==> src/rtl/busdec_pkg.sv <==
package busdec_pkg;

    typedef enum logic [1:0] {
        SZ_BYTE = 2'd0,
        SZ_WORD = 2'd1,
        SZ_LONG = 2'd2,
        SZ_BAD  = 2'd3
    } size_e;

    // number of bytes minus one; invalid code treated as a byte (flagged elsewhere)
    function automatic logic [1:0] span_minus_one(size_e s);
        case (s)
            SZ_WORD: return 2'd1;
            SZ_LONG: return 2'd3;
            default: return 2'd0;
        endcase
    endfunction

endpackage

==> src/rtl/busdec_win.sv <==
module busdec_win #(
    parameter int unsigned BASE  = 0,
    parameter int unsigned SPAN  = 16,
    parameter int unsigned OFF_W = 20
) (
    input  logic [23:0]      addr,
    input  logic [24:0]      last,
    output logic             hit,
    output logic [OFF_W-1:0] off
);
    localparam logic [24:0] LO = 25'(BASE);
    localparam logic [24:0] HI = 25'(BASE + SPAN);

    logic        lo_ok;
    logic [24:0] rel;

    assign rel = {1'b0, addr} - LO;
    assign hit = lo_ok && (last < HI);

    generate
        if (BASE == 0) begin : g_zero_base
            assign lo_ok = 1'b1;
        end else begin : g_base
            assign lo_ok = ({1'b0, addr} >= LO);
        end

        if ((BASE % 2) == 1) begin : g_odd_lane
            assign off = OFF_W'(rel >> 1);
        end else begin : g_even
            assign off = OFF_W'(rel);
        end
    endgenerate

endmodule

==> src/rtl/busdec_boot.sv <==
module busdec_boot
    import busdec_pkg::*;
(
    input  logic        clk,
    input  logic        rst_n,
    input  logic        strobe,
    input  logic        rd,
    input  size_e       size,
    input  logic [23:0] addr,
    output logic        active
);
    typedef struct packed {
        logic boot;
    } boot_st_t;

    boot_st_t st_d, st_q;
    logic     last_vec;

    assign last_vec = strobe && rd && (size == SZ_LONG) && (addr == 24'd4);

    always_comb begin
        st_d = st_q;
        if (st_q.boot && last_vec) begin
            st_d.boot = 1'b0;
        end
    end

    always_ff @(posedge clk or negedge rst_n) begin
        if (!rst_n) begin
            st_q <= '{boot: 1'b1};
        end else begin
            st_q <= st_d;
        end
    end

    assign active = st_q.boot;

    p_boot_clears_r11: assert property (@(posedge clk) disable iff (!rst_n)
        (active && last_vec) |=> !active);

    p_boot_stays_off_r11: assert property (@(posedge clk) disable iff (!rst_n)
        !active |=> !active);

endmodule

==> src/rtl/busdec_top.sv <==
module busdec_top
    import busdec_pkg::*;
#(
    parameter int unsigned RAM_SIZE     = 32'h100000,
    parameter int unsigned LOW_SIZE     = 32'h10000,
    parameter int unsigned ROM_BASE     = 32'h100000,
    parameter int unsigned ROM_SIZE     = 32'h10000,
    parameter int unsigned BIG_BASE     = 32'h180000,
    parameter int unsigned BIG_SPAN     = 32'h80000,
    parameter int unsigned N_BIG        = 2,
    parameter int unsigned SML_BASE     = 32'h3A0001,
    parameter int unsigned SML_SPAN     = 32'h4000,
    parameter int unsigned N_SML        = 8,
    parameter int unsigned OFF_W        = 20
) (
    input  logic                     clk,
    input  logic                     rst_n,
    input  logic                     strobe,
    input  logic                     rd,
    input  logic [1:0]               size,
    input  logic [23:0]              addr,
    output logic                     sel_ram,
    output logic                     sel_rom,
    output logic [N_BIG+N_SML-1:0]   sel_per,
    output logic [OFF_W-1:0]         mem_off,
    output logic [OFF_W-1:0]         per_off,
    output logic                     bus_err,
    output logic                     boot_active
);
    localparam int unsigned NPER = N_BIG + N_SML;

    typedef struct packed {
        logic             sel_ram;
        logic             sel_rom;
        logic [NPER-1:0]  sel_per;
        logic             err;
        logic [OFF_W-1:0] mem_off;
        logic [OFF_W-1:0] per_off;
    } dec_t;

    size_e       sz;
    logic [24:0] last;
    logic        ram_hit, low_hit, rom_hit;
    logic [OFF_W-1:0] ram_o, low_o, rom_o;
    logic [NPER-1:0]  per_hit;
    logic [OFF_W-1:0] per_o [NPER];
    dec_t        dec_d;

    assign sz   = size_e'(size);
    assign last = {1'b0, addr} + 25'(span_minus_one(sz));

    busdec_boot u_boot (
        .clk    (clk),
        .rst_n  (rst_n),
        .strobe (strobe),
        .rd     (rd),
        .size   (sz),
        .addr   (addr),
        .active (boot_active)
    );

    busdec_win #(.BASE(LOW_SIZE), .SPAN(RAM_SIZE - LOW_SIZE), .OFF_W(OFF_W)) u_ram_sec (
        .addr(addr), .last(last), .hit(ram_hit), .off(ram_o));

    busdec_win #(.BASE(ROM_BASE), .SPAN(ROM_SIZE), .OFF_W(OFF_W)) u_rom (
        .addr(addr), .last(last), .hit(rom_hit), .off(rom_o));

    busdec_win #(.BASE(0), .SPAN(LOW_SIZE), .OFF_W(OFF_W)) u_ram_low (
        .addr(addr), .last(last), .hit(low_hit), .off(low_o));

    generate
        for (genvar k = 0; k < NPER; k++) begin : g_per
            localparam int unsigned PB = (k < N_BIG) ? (BIG_BASE + k * BIG_SPAN)
                                                     : (SML_BASE + (k - N_BIG) * SML_SPAN);
            localparam int unsigned PS = (k < N_BIG) ? BIG_SPAN : SML_SPAN;
            busdec_win #(.BASE(PB), .SPAN(PS), .OFF_W(OFF_W)) u_win (
                .addr(addr), .last(last), .hit(per_hit[k]), .off(per_o[k]));
        end
    endgenerate

    always_comb begin
        logic found;
        dec_d = '0;
        found = 1'b0;
        if (strobe) begin
            if (sz == SZ_BAD) begin
                dec_d.err = 1'b1;
            end else if (boot_active) begin
                if (rd && sz == SZ_LONG && (addr == 24'd0 || addr == 24'd4)) begin
                    dec_d.sel_rom = 1'b1;
                    dec_d.mem_off = OFF_W'(addr);
                end else begin
                    dec_d.err = 1'b1;
                end
            end else if (ram_hit) begin
                dec_d.sel_ram = 1'b1;
                dec_d.mem_off = ram_o + OFF_W'(LOW_SIZE);
            end else if (rom_hit && rd) begin
                dec_d.sel_rom = 1'b1;
                dec_d.mem_off = rom_o;
            end else begin
                for (int k = 0; k < NPER; k++) begin
                    if (!found && per_hit[k]) begin
                        found            = 1'b1;
                        dec_d.sel_per[k] = 1'b1;
                        dec_d.per_off    = per_o[k];
                    end
                end
                if (!found) begin
                    if (low_hit) begin
                        dec_d.sel_ram = 1'b1;
                        dec_d.mem_off = low_o;
                    end else begin
                        dec_d.err = 1'b1;
                    end
                end
            end
        end
    end

    assign sel_ram = dec_d.sel_ram;
    assign sel_rom = dec_d.sel_rom;
    assign sel_per = dec_d.sel_per;
    assign bus_err = dec_d.err;
    assign mem_off = dec_d.mem_off;
    assign per_off = dec_d.per_off;

    p_single_target_r12: assert property (@(posedge clk) disable iff (!rst_n)
        $onehot0({sel_ram, sel_rom, sel_per, bus_err}));

    p_idle_quiet_r1: assert property (@(posedge clk) disable iff (!rst_n)
        !strobe |-> !(sel_ram || sel_rom || (|sel_per) || bus_err));

    p_rom_no_write_r5: assert property (@(posedge clk) disable iff (!rst_n)
        (strobe && !rd) |-> !sel_rom);

    p_boot_vector_r9: assert property (@(posedge clk) disable iff (!rst_n)
        (boot_active && strobe && rd && size == 2'd2 && (addr == 24'd0 || addr == 24'd4))
        |-> (sel_rom && mem_off == OFF_W'(addr)));

    p_boot_refuse_r10: assert property (@(posedge clk) disable iff (!rst_n)
        (boot_active && strobe && !(rd && size == 2'd2 && (addr == 24'd0 || addr == 24'd4)))
        |-> (bus_err && !sel_ram && (sel_per == '0)));

    p_bad_size_r13: assert property (@(posedge clk) disable iff (!rst_n)
        (strobe && size == 2'd3) |-> bus_err);

endmodule

==> config.mk <==
export PLATFORM = sky130hd
export DESIGN_NAME = busdec_top
export DESIGN_NICKNAME = d
export VERILOG_FILES = /design/src/rtl/busdec_pkg.sv /design/src/rtl/busdec_win.sv /design/src/rtl/busdec_boot.sv /design/src/rtl/busdec_top.sv
export SDC_FILE = /design/constraint.sdc
export NUM_CORES = 1
export LEC_CHECK = 0
export BUFFER_PORTS_ARGS = -buffer_cell sky130_fd_sc_hd__buf_4
export CAP_MARGIN = 0
export CORE_MARGIN = 2
export CORE_UTILIZATION = 56
export DETAILED_ROUTE_END_ITERATION = 6
export HOLD_SLACK_MARGIN = 0.06
export PLACE_DENSITY = 0.84
export SLEW_MARGIN = 20
export SYNTH_ARGS = -nofsm -noshare
export SYNTH_HDL_FRONTEND = slang
export SYNTH_SLANG_ARGS = --single-unit
==> constraint.sdc <==
create_clock -name clk -period 5.9 [get_ports clk]
set_input_delay 0.295 -clock clk [delete_from_list [all_inputs] [get_ports clk]]
set_output_delay 0.295 -clock clk [all_outputs]
set_load 0.1 [all_outputs]
Yosys cells after proc, flatten, opt, wreduce, memory -nomap -nowiden
Index checks and enable logic that the tools add are counted.
- bits of input ports: 30
- logic and storage cells: 189
- register bits after elaboration: 1
- add/subtract/negate cells: 14
- eq/ne operators: 4
- magnitude comparators: 25
- reduce and logical (&&, ||, !) cells: 39
- muxes and demuxes: 106
- operator list (cell ; count):
    two-way mux 20 bit ; 17
    less-than comparator 25 x 22 -> 1 bit (second input constant) ; 10
    >= comparator 24 x 22 -> 1 bit (second input constant) ; 9
    subtractor 21 bit (second input constant) ; 8
    two-way mux 1 bit ; 80
    two-way mux 53 bit ; 1
    less-than comparator 25 x 21 -> 1 bit (second input constant) ; 2
    >= comparator 24 x 21 -> 1 bit (second input constant) ; 2
    two-way mux 21 bit ; 2
    two-way mux 40 bit ; 1
    subtractor 20 x 1 -> 20 bit (second input constant) ; 2
    logical AND 1 bit ; 28
    adder 24 x 2 -> 25 bit ; 1
    less-than comparator 25 x 17 -> 1 bit (second input constant) ; 1
    == test 24 x 3 -> 1 bit (second input constant) ; 1
    >= comparator 24 x 17 -> 1 bit (second input constant) ; 1
    zero test 24 bit ; 1
    two-way mux 12 bit ; 2
    adder 20 x 17 -> 20 bit (second input constant) ; 1
    subtractor 20 x 17 -> 20 bit (second input constant) ; 1
    subtractor 20 bit (second input constant) ; 1
    two-way mux 11 bit ; 1
    two-way mux 10 bit ; 1
    zero test 1 bit ; 9
    4 further kinds ; 5

Longest topological paths before layout
Gate-level depths: netlist (run 1).
- depth in word-level cells: 89
- mapped depth: 19

Modules after synthesis
A second synthesis (run 1) with hierarchy kept.
- cells, all modules: 1315
- area, all modules: 8637.0 µm²
- by module, submodules not included (module ; cells each ; area an instance (µm²) ; sequential area each (µm²) ; times used):
    busdec_top ; 511 ; 3042.9 ; 0.0 ; 1
    busdec_win (g_per[7].u_win) ; 102 ; 676.9 ; 0.0 ; 1
    busdec_win (g_per[4].u_win) ; 84 ; 585.6 ; 0.0 ; 1
    busdec_win (g_per[8].u_win) ; 86 ; 559.3 ; 0.0 ; 1
    busdec_win (g_per[6].u_win) ; 81 ; 550.5 ; 0.0 ; 1
    busdec_win (g_per[2].u_win) ; 83 ; 545.5 ; 0.0 ; 1
    busdec_win (g_per[5].u_win) ; 78 ; 530.5 ; 0.0 ; 1
    busdec_win (g_per[3].u_win) ; 77 ; 529.3 ; 0.0 ; 1
    busdec_win (g_per[9].u_win) ; 71 ; 515.5 ; 0.0 ; 1
    busdec_win (u_ram_sec) ; 38 ; 290.3 ; 0.0 ; 1
    busdec_win (u_rom) ; 24 ; 178.9 ; 0.0 ; 1
    busdec_win (u_ram_low) ; 23 ; 176.4 ; 0.0 ; 1
    busdec_win (g_per[1].u_win) ; 23 ; 175.2 ; 0.0 ; 1
    busdec_win (g_per[0].u_win) ; 23 ; 166.4 ; 0.0 ; 1
    busdec_boot ; 11 ; 113.9 ; 26.3 ; 1

Worst setup path before layout (run 1)
OpenSTA, ideal clock, no wires.
- kind: input to output
- start point: in size[0]
- end point: out per_off[14]
- arrival: 6052 ps
- slack: -447 ps
- stages: 17
- cell sequence: inv_1 -> ha_1 -> inv_1 -> ha_1 -> inv_1 -> fa_1 -> nand4b_2 -> or4_4 -> nor4_2 -> a21o_1 -> buf_2 -> nand3_1 -> a31oi_1 -> nor3_1 -> a211o_1 -> a21o_1 -> a211oi_1
- cells in the longest elaborated chain, start to end: 83
- elaborated cells between the ends (all ways): 117
- ends and longest elaborated chain (what ; RTL line ; RTL):
    from (decl) ; busdec_top.sv:20 ; input logic [1:0] size,
    == test 2 bit or == test 2 x 1 -> 1 bit (tied branches) ; busdec_pkg.sv:12 ; case (s)
    case mux 2 bit (2 select lines) ; busdec_pkg.sv:12 ;
    adder 24 x 2 -> 25 bit ; busdec_top.sv:50 ; assign last = {1'b0, addr} + 25'(span_minus_one(sz));
    less-than comparator 25 x 22 -> 1 bit ; busdec_win.sv:18 ; assign hit = lo_ok && (last < HI);
    logical AND 1 bit ; busdec_win.sv:18 ;
    two-way mux 1 bit ; busdec_top.sv:103 ; if (!found && per_hit[k]) begin
    two-way mux 1 bit ; busdec_top.sv:98 ; end else if (rom_hit && rd) begin
    two-way mux 1 bit ; busdec_top.sv:95 ; end else if (ram_hit) begin
    (+67 left out) ; - ;
    zero test 1 bit ; busdec_top.sv:103 ;
    logical AND 1 bit ; busdec_top.sv:103 ;
    two-way mux 20 bit ; busdec_top.sv:103 ;
    two-way mux 20 bit ; busdec_top.sv:98 ;
    two-way mux 20 bit ; busdec_top.sv:95 ;
    two-way mux 20 bit ; busdec_top.sv:88 ; end else if (boot_active) begin
    two-way mux 40 bit (*) ; busdec_top.sv:86 ; if (sz == SZ_BAD) begin
    two-way mux 53 bit (*) ; busdec_top.sv:85 ; if (strobe) begin
    to (decl) ; busdec_top.sv:26 ; output logic [OFF_W-1:0] per_off,
Mark *: on every way between the ends. The rest lies on a longest branch, timed or not. The select of a mux whose other input is x is not followed.

Worst setup path after layout (run 1)
- start point: in size[0]
- end point: out per_off[2]
Same word-level chain as after synthesis.

==> results.toml, run 1 <==
[power]
p_sw_share_pct = 71.8
combPwrFrac_pct = 98.2
powerDensity_nw_per_um2 = 101
peakVddDrop_uv = 104
pwr-share-seq_pct = 1.8
p_leak_nw = 1.52
clkPwrFrac_pct = 0
net-switching-power_mw = 0.279
intPower_mw = 0.110

[place]
post-place-ws_ns = 0.576
place_congestion = 1.01
dp_hpwl_um = 9830
numPortBuffers = 83
placed_area_um2 = 3850

[worst_setup_path]
path_class = "input pin to output pin"
cp_max_fo = 13
crit_path_end_kind = "output pin"
cp.required_ns = 5.61
slowest_delay_ns = 0.56
arrival_ns = 5.12
cp-start-kind = "input pin"
crit_path_frequent_cell = "inv_1"
crit_slowest_cell = "or4_4"
path_cells = "buf_4 > inv_1 > ha_1 > inv_1 > ha_1 > inv_1 > fa_1 > nand4b_2 > or4_4 > nor4_2 > a21oi_1 > nor2_1 > o211a_1 > nor3_1 > nand2_1 > nand3_1 > o22ai_1 > buf_4"

[floorplanning]
die_area_um2 = 6510
rows = 27
die_y_um = 80.7
io_pins = 84
die_w_um = 80.7
start_util_pct = 59.0
fp.coreArea_um2 = 5570

[synthesis]
ys_seq_area_share_pct = 0.798
synth.distinct_cells = 83
synth.mux.area_fraction_pct = 1.25
ys_top_cells_by_area = "xnor2_1 (7.5%), nor2_1 (5.0%), nor3_1 (4.9%), nand2_1 (4.8%), o21ai_0 (4.6%)"
synth_edf_count = 0
avgSynthCellArea_um2 = 6.39
yosysTopAreaCellShare_pct = 7.45
synth_compound_area_share_pct = 37.3
synth_seq_cells = 1
synth_top_family_by_area = "simple AND/OR/NAND/NOR gates"
yosys_warnings = 0
syn_nets = 554
synth-simple-area-share_pct = 39.9
synth_fa_ha_area_share_pct = 3.65
synthFlopType = "dfstp_2"
yosysMostFrequentCell = "nor2_1"
synthArstFlopShare_pct = 100
netlist_area_um2 = 3290
synth_xor_area_share_pct = 9.32
synthCells = 515
yosys-top-cells-count = "nor2_1 (44), nand2_1 (42), nor3_1 (32)"
synth_largest_area_cell = "xnor2_1"

[clock_tree]
clk_latency_ns = 0
cts_resized = 0
post-cts-setup-buffers = 0
holdBufCountCts = 0
path_clk_slew_ns = 0

[sta]
hold_violations = 0
setup_viol = 0
setup_slack_ns = 0.487
fmax_ghz = 0.185
tightest_slew_ns = 0.880
slew_violations = 0
fin_skew_ns = 0
rsz0062_at_grt = "no"
fin_crit_ns = 5.41
max-slew-margin-rel_pct = 40.8
finalCritPeriodShare_pct = 91.7
fin_hold_ws_ns = 0.227

[final_layout]
largest_register_ffs = 1
drive_gt1_share_pct = 21.9
num_antenna_cells = 0
nets = 602
syn_to_final_growth_pct = 17.1
final_cell_area_um2 = 3850

[routing]
first_pass_iters = 6
antenna_left = 0
viasPerCell = 7.09
dr_total_vias = 4485
drtIter0Drc = 624
wirelength_um = 12600
post_drt_wl_per_cell_um = 19.9
drc = 0

[job]
drv_cap = 0

[run_status]
outcome = "complete, no violations"

[hold_path]
hold_path.class = "input pin to async pin"

[grt]
grt-ovfl-total = 0
grt_pass1_vias = 3890
grt_max_degree = 34
grt_pass1_wl_um = 19900
grt_use_total_pct = 38.5
antenna_found_initial = 0
[cell usage in the layout, fill, tap and decap left out, types with 4 or more instances in the layout]
cell type / Yosys / final
ha_1: 8 / 8
a21boi_0: 5 / 4
xnor2_1: 28 / 28
a31o_2: 4 / 4
a21o_1: 6 / 6
nor2_1: 44 / 44
a31oi_1: 14 / 14
nor2b_1: 7 / 7
o21ai_1: 10 / 13
a21boi_1: 3 / 4
o31ai_1: 7 / 7
o21ai_0: 30 / 27
or2_2: 4 / 4
and4_1: 4 / 4
o22ai_1: 8 / 8
nand3_1: 20 / 20
o211a_1: 4 / 4
inv_1: 17 / 17
nand4_1: 9 / 9
buf_4: 0 / 88
a211oi_1: 8 / 8
a21oi_1: 25 / 25
nand2b_1: 5 / 5
a211o_1: 4 / 4
and2_1: 16 / 16
nand2_1: 42 / 42
xor2_1: 7 / 7
and3_1: 16 / 16
o211ai_1: 7 / 7
nor3b_1: 5 / 5
nor4_1: 7 / 7
nor3_1: 32 / 32
[through the flow]
| step | setup TNS (ns) | std cells | util (%) | power (mW) |
|---|---|---|---|---|
| floorplan | -0.893 | 515 | - | 0.294 |
| global placement | 0 | 633 | 69.1 | 0.378 |
| detailed placement | 0 | 633 | 69.1 | 0.381 |
| CTS | 0 | 633 | 69.1 | 0.382 |
| global route | 0 | 633 | 69.1 | 0.409 |
| finish | 0 | 633 | 69.1 | 0.389 |
[logic make-up (layout without fill, tap and decap cells)]
logic type | after synthesis | count (layout)
and+or+nand+nor | 235 | 235
AOI/OAI and AO/OA | 171 | 171
buffers and inverters | 60 | 106
xor gates and xnor gates | 35 | 35
adders and majority gates | 9 | 9
muxes | 4 | 4
DFF | 1 | 1
[layer usage]
layer / global-route usage [%] / wire length (um)
met3: 5.39 / 1610
met1: 54.2 / 5080
met2: 62.1 / 5600
met5: 0 / 0
met4: 7.63 / 291
[worst max-delay path, delay by kind of cell]
family | cells | cell delay [ns]
buffers and inverters | 5 | 0.62
adder cells (fa/ha/maj) | 3 | 0.87
AO/OA/AOI/OAI | 3 | 0.99
AND/OR/NAND/NOR | 7 | 2.35
[layout make-up]
class,count,area (um2)
multi-input combinational,454,3010
tap,72,90.1
inverter,18,67.6
fill,521,1720
sequential,1,26.3
timing repair buffer,88,661
[power groups by stage]
| stage | clock, mW | combinational, mW | sequential (mW) |
|---|---|---|---|
| floorplan | 0 | 0.287 | 0.00699 |
| global placement | 0 | 0.371 | 0.00699 |
| detailed placement | 0 | 0.374 | 0.00699 |
| CTS | 0 | 0.375 | 0.00699 |
| global route | 0 | 0.402 | 0.00699 |
| finish | 0 | 0.382 | 0.00699 |
[path summary, 6_finish.rpt]
path | startpoint | endpoint | slack, ns | depth (start not counted)
max | size[0] | per_off[2] | 0.49 | 18
min | rst_n | u_boot.active | 0.23 | 1
max reg2reg | u_boot.active | u_boot.active | 5.10 | 1
min reg2reg | u_boot.active | u_boot.active | 0.52 | 1
max in group asynchronous | rst_n | u_boot.active | 5.65 | 1
min in group clk | u_boot.active | u_boot.active | 0.52 | 1
Note: power is estimated with default switching activity, not from simulation.
==> run 2: changes to the inputs <==
- CORE_ASPECT_RATIO: default -> 0.9
==> run 2 against run 1 <==
Global-route usage down 1.3 points. Critical path type unchanged. Flip-flop and latch count unchanged. Design area about the same.
==> results.toml, run 2 (synthesis gave the netlist of run 1 again) <==
[run_status]
outcome = "complete, no violations"

[place]
placed_area_um2 = 3850
numPortBuffers = 83
dp_hpwl_um = 9810
place_congestion = 1.07

[worst_setup_path]
cp-start-kind = "input pin"
cp.required_ns = 5.61
path_class = "input pin to output pin"
reg2reg_depth = 1
crit_path_end_kind = "output pin"
rrSetupSlack_ns = 5.11
r2r-start = "u_boot.active"
cp_max_fo = 9
arrival_ns = 5.12
r2r_end = "u_boot.active"

[floorplanning]
die_area_um2 = 6510
die_w_um = 84.8
rows = 26
start_util_pct = 57.8
die_y_um = 76.7
fp.coreArea_um2 = 5690
io_pins = 84

[sta]
finalCritPeriodShare_pct = 91.9
slew_violations = 0
fin_hold_ws_ns = 0.230
fin_skew_ns = 0
tightest_slew_ns = 0.939
fin_crit_ns = 5.42
setup_viol = 0
max-slew-margin-rel_pct = 35.8
hold_violations = 0
rsz0062_at_grt = "no"
fmax_ghz = 0.185

[hold_path]
hold_path.class = "input pin to async pin"

[power]
p_leak_nw = 1.52
p_total_mw = 0.391
powerDensity_nw_per_um2 = 101
peakVddDrop_uv = 95.1

[job]
drv_cap = 0

[final_layout]
drive_gt1_share_pct = 21.9
final_cell_area_um2 = 3850
final_common_cell = "buf_4"
fin_util_pct = 67.6
syn_to_final_growth_pct = 17.0
nets = 602
num_antenna_cells = 0
final_cell_mix = "buf_4 (88), nor2_1 (44), nand2_1 (42), nor3_1 (32), xnor2_1 (28)"
largest_register_ffs = 1

[routing]
drtIter0Drc = 554
antenna_left = 0
viasPerCell = 7.12
first_pass_iters = 5
drc = 0
wirelength_um = 12600
post_drt_wl_per_cell_um = 20.0
dr_total_vias = 4492

[grt]
antenna_found_initial = 0
grt_use_total_pct = 37.1
grt_pass1_vias = 3933
grt_pass1_wl_um = 20300
grt-ovfl-total = 0
grt_max_degree = 34

[clock_tree]
cts_resized = 0
holdBufCountCts = 0
post-cts-setup-buffers = 0
path_clk_slew_ns = 0
clk_latency_ns = 0
-- run 2: worst max-delay path by stage --
stage             from           to  slack, ns  depth (start not counted)
2_1_floorplan  size[0]  per_off[14]      -0.45                         17
3_3_place_gp   size[0]  per_off[18]       0.72                         18
3_5_place_dp   size[0]  per_off[14]       0.61                         18
4_1_cts        size[0]  per_off[14]       0.61                         18
5_1_grt        size[0]  per_off[17]       0.19                         18
6_report       size[0]  per_off[14]       0.48                         18
-- run 2: per-layer routing --
metal | GRT usage [%] | vias to the layer above | routed length (um)
li1 | - | 2046 | -
met1 | 56.2 | 2061 | 5220
met2 | 57.0 | 347 | 5490
met3 | 2.80 | 38 | 1610
met4 | 8.10 | 0 | 305
met5 | 0 | - | 0
-- run 2: where the power goes --
part           total (mW)  switching (mW)  leakage, nW  internal (mW)
combinational       0.384           0.281         1.51          0.103
sequential        0.00699               0       0.0103        0.00699
clock                   0               0            0              0
-- run 2: stage by stage --
stage / setup slack (ns) / TNS [ns] / std cells
2_1_floorplan: -0.447 / -0.893 / 515
3_3_place_gp: 0.720 / 0 / 631
3_5_place_dp: 0.613 / 0 / 631
4_1_cts: 0.606 / 0 / 631
5_1_grt: 0.192 / 0 / 631
6_report: 0.480 / 0 / 631
-- run 2: critical path, stage by stage --
cell and delay (ns):
buf_4 0.09, inv_1 0.05, ha_1 0.28, inv_1 0.06
ha_1 0.15, inv_1 0.05, fa_1 0.42, nand4b_2 0.32
or4_4 0.55, nor4_2 0.39, a21o_1 0.35, nand3_1 0.18
a31oi_1 0.65, nor3_1 0.17, a211o_1 0.31, a21o_1 0.20
a211oi_1 0.27, buf_4 0.35
-- run 2: final cells by class --
cell class                      instances  area, um2
Multi-Input combinational cell        454       3010
Fill cell                             515       1840
Timing Repair Buffer                   88        661
Tap cell                               70       87.6
Inverter                               18       67.6
Sequential cell                         1       26.3
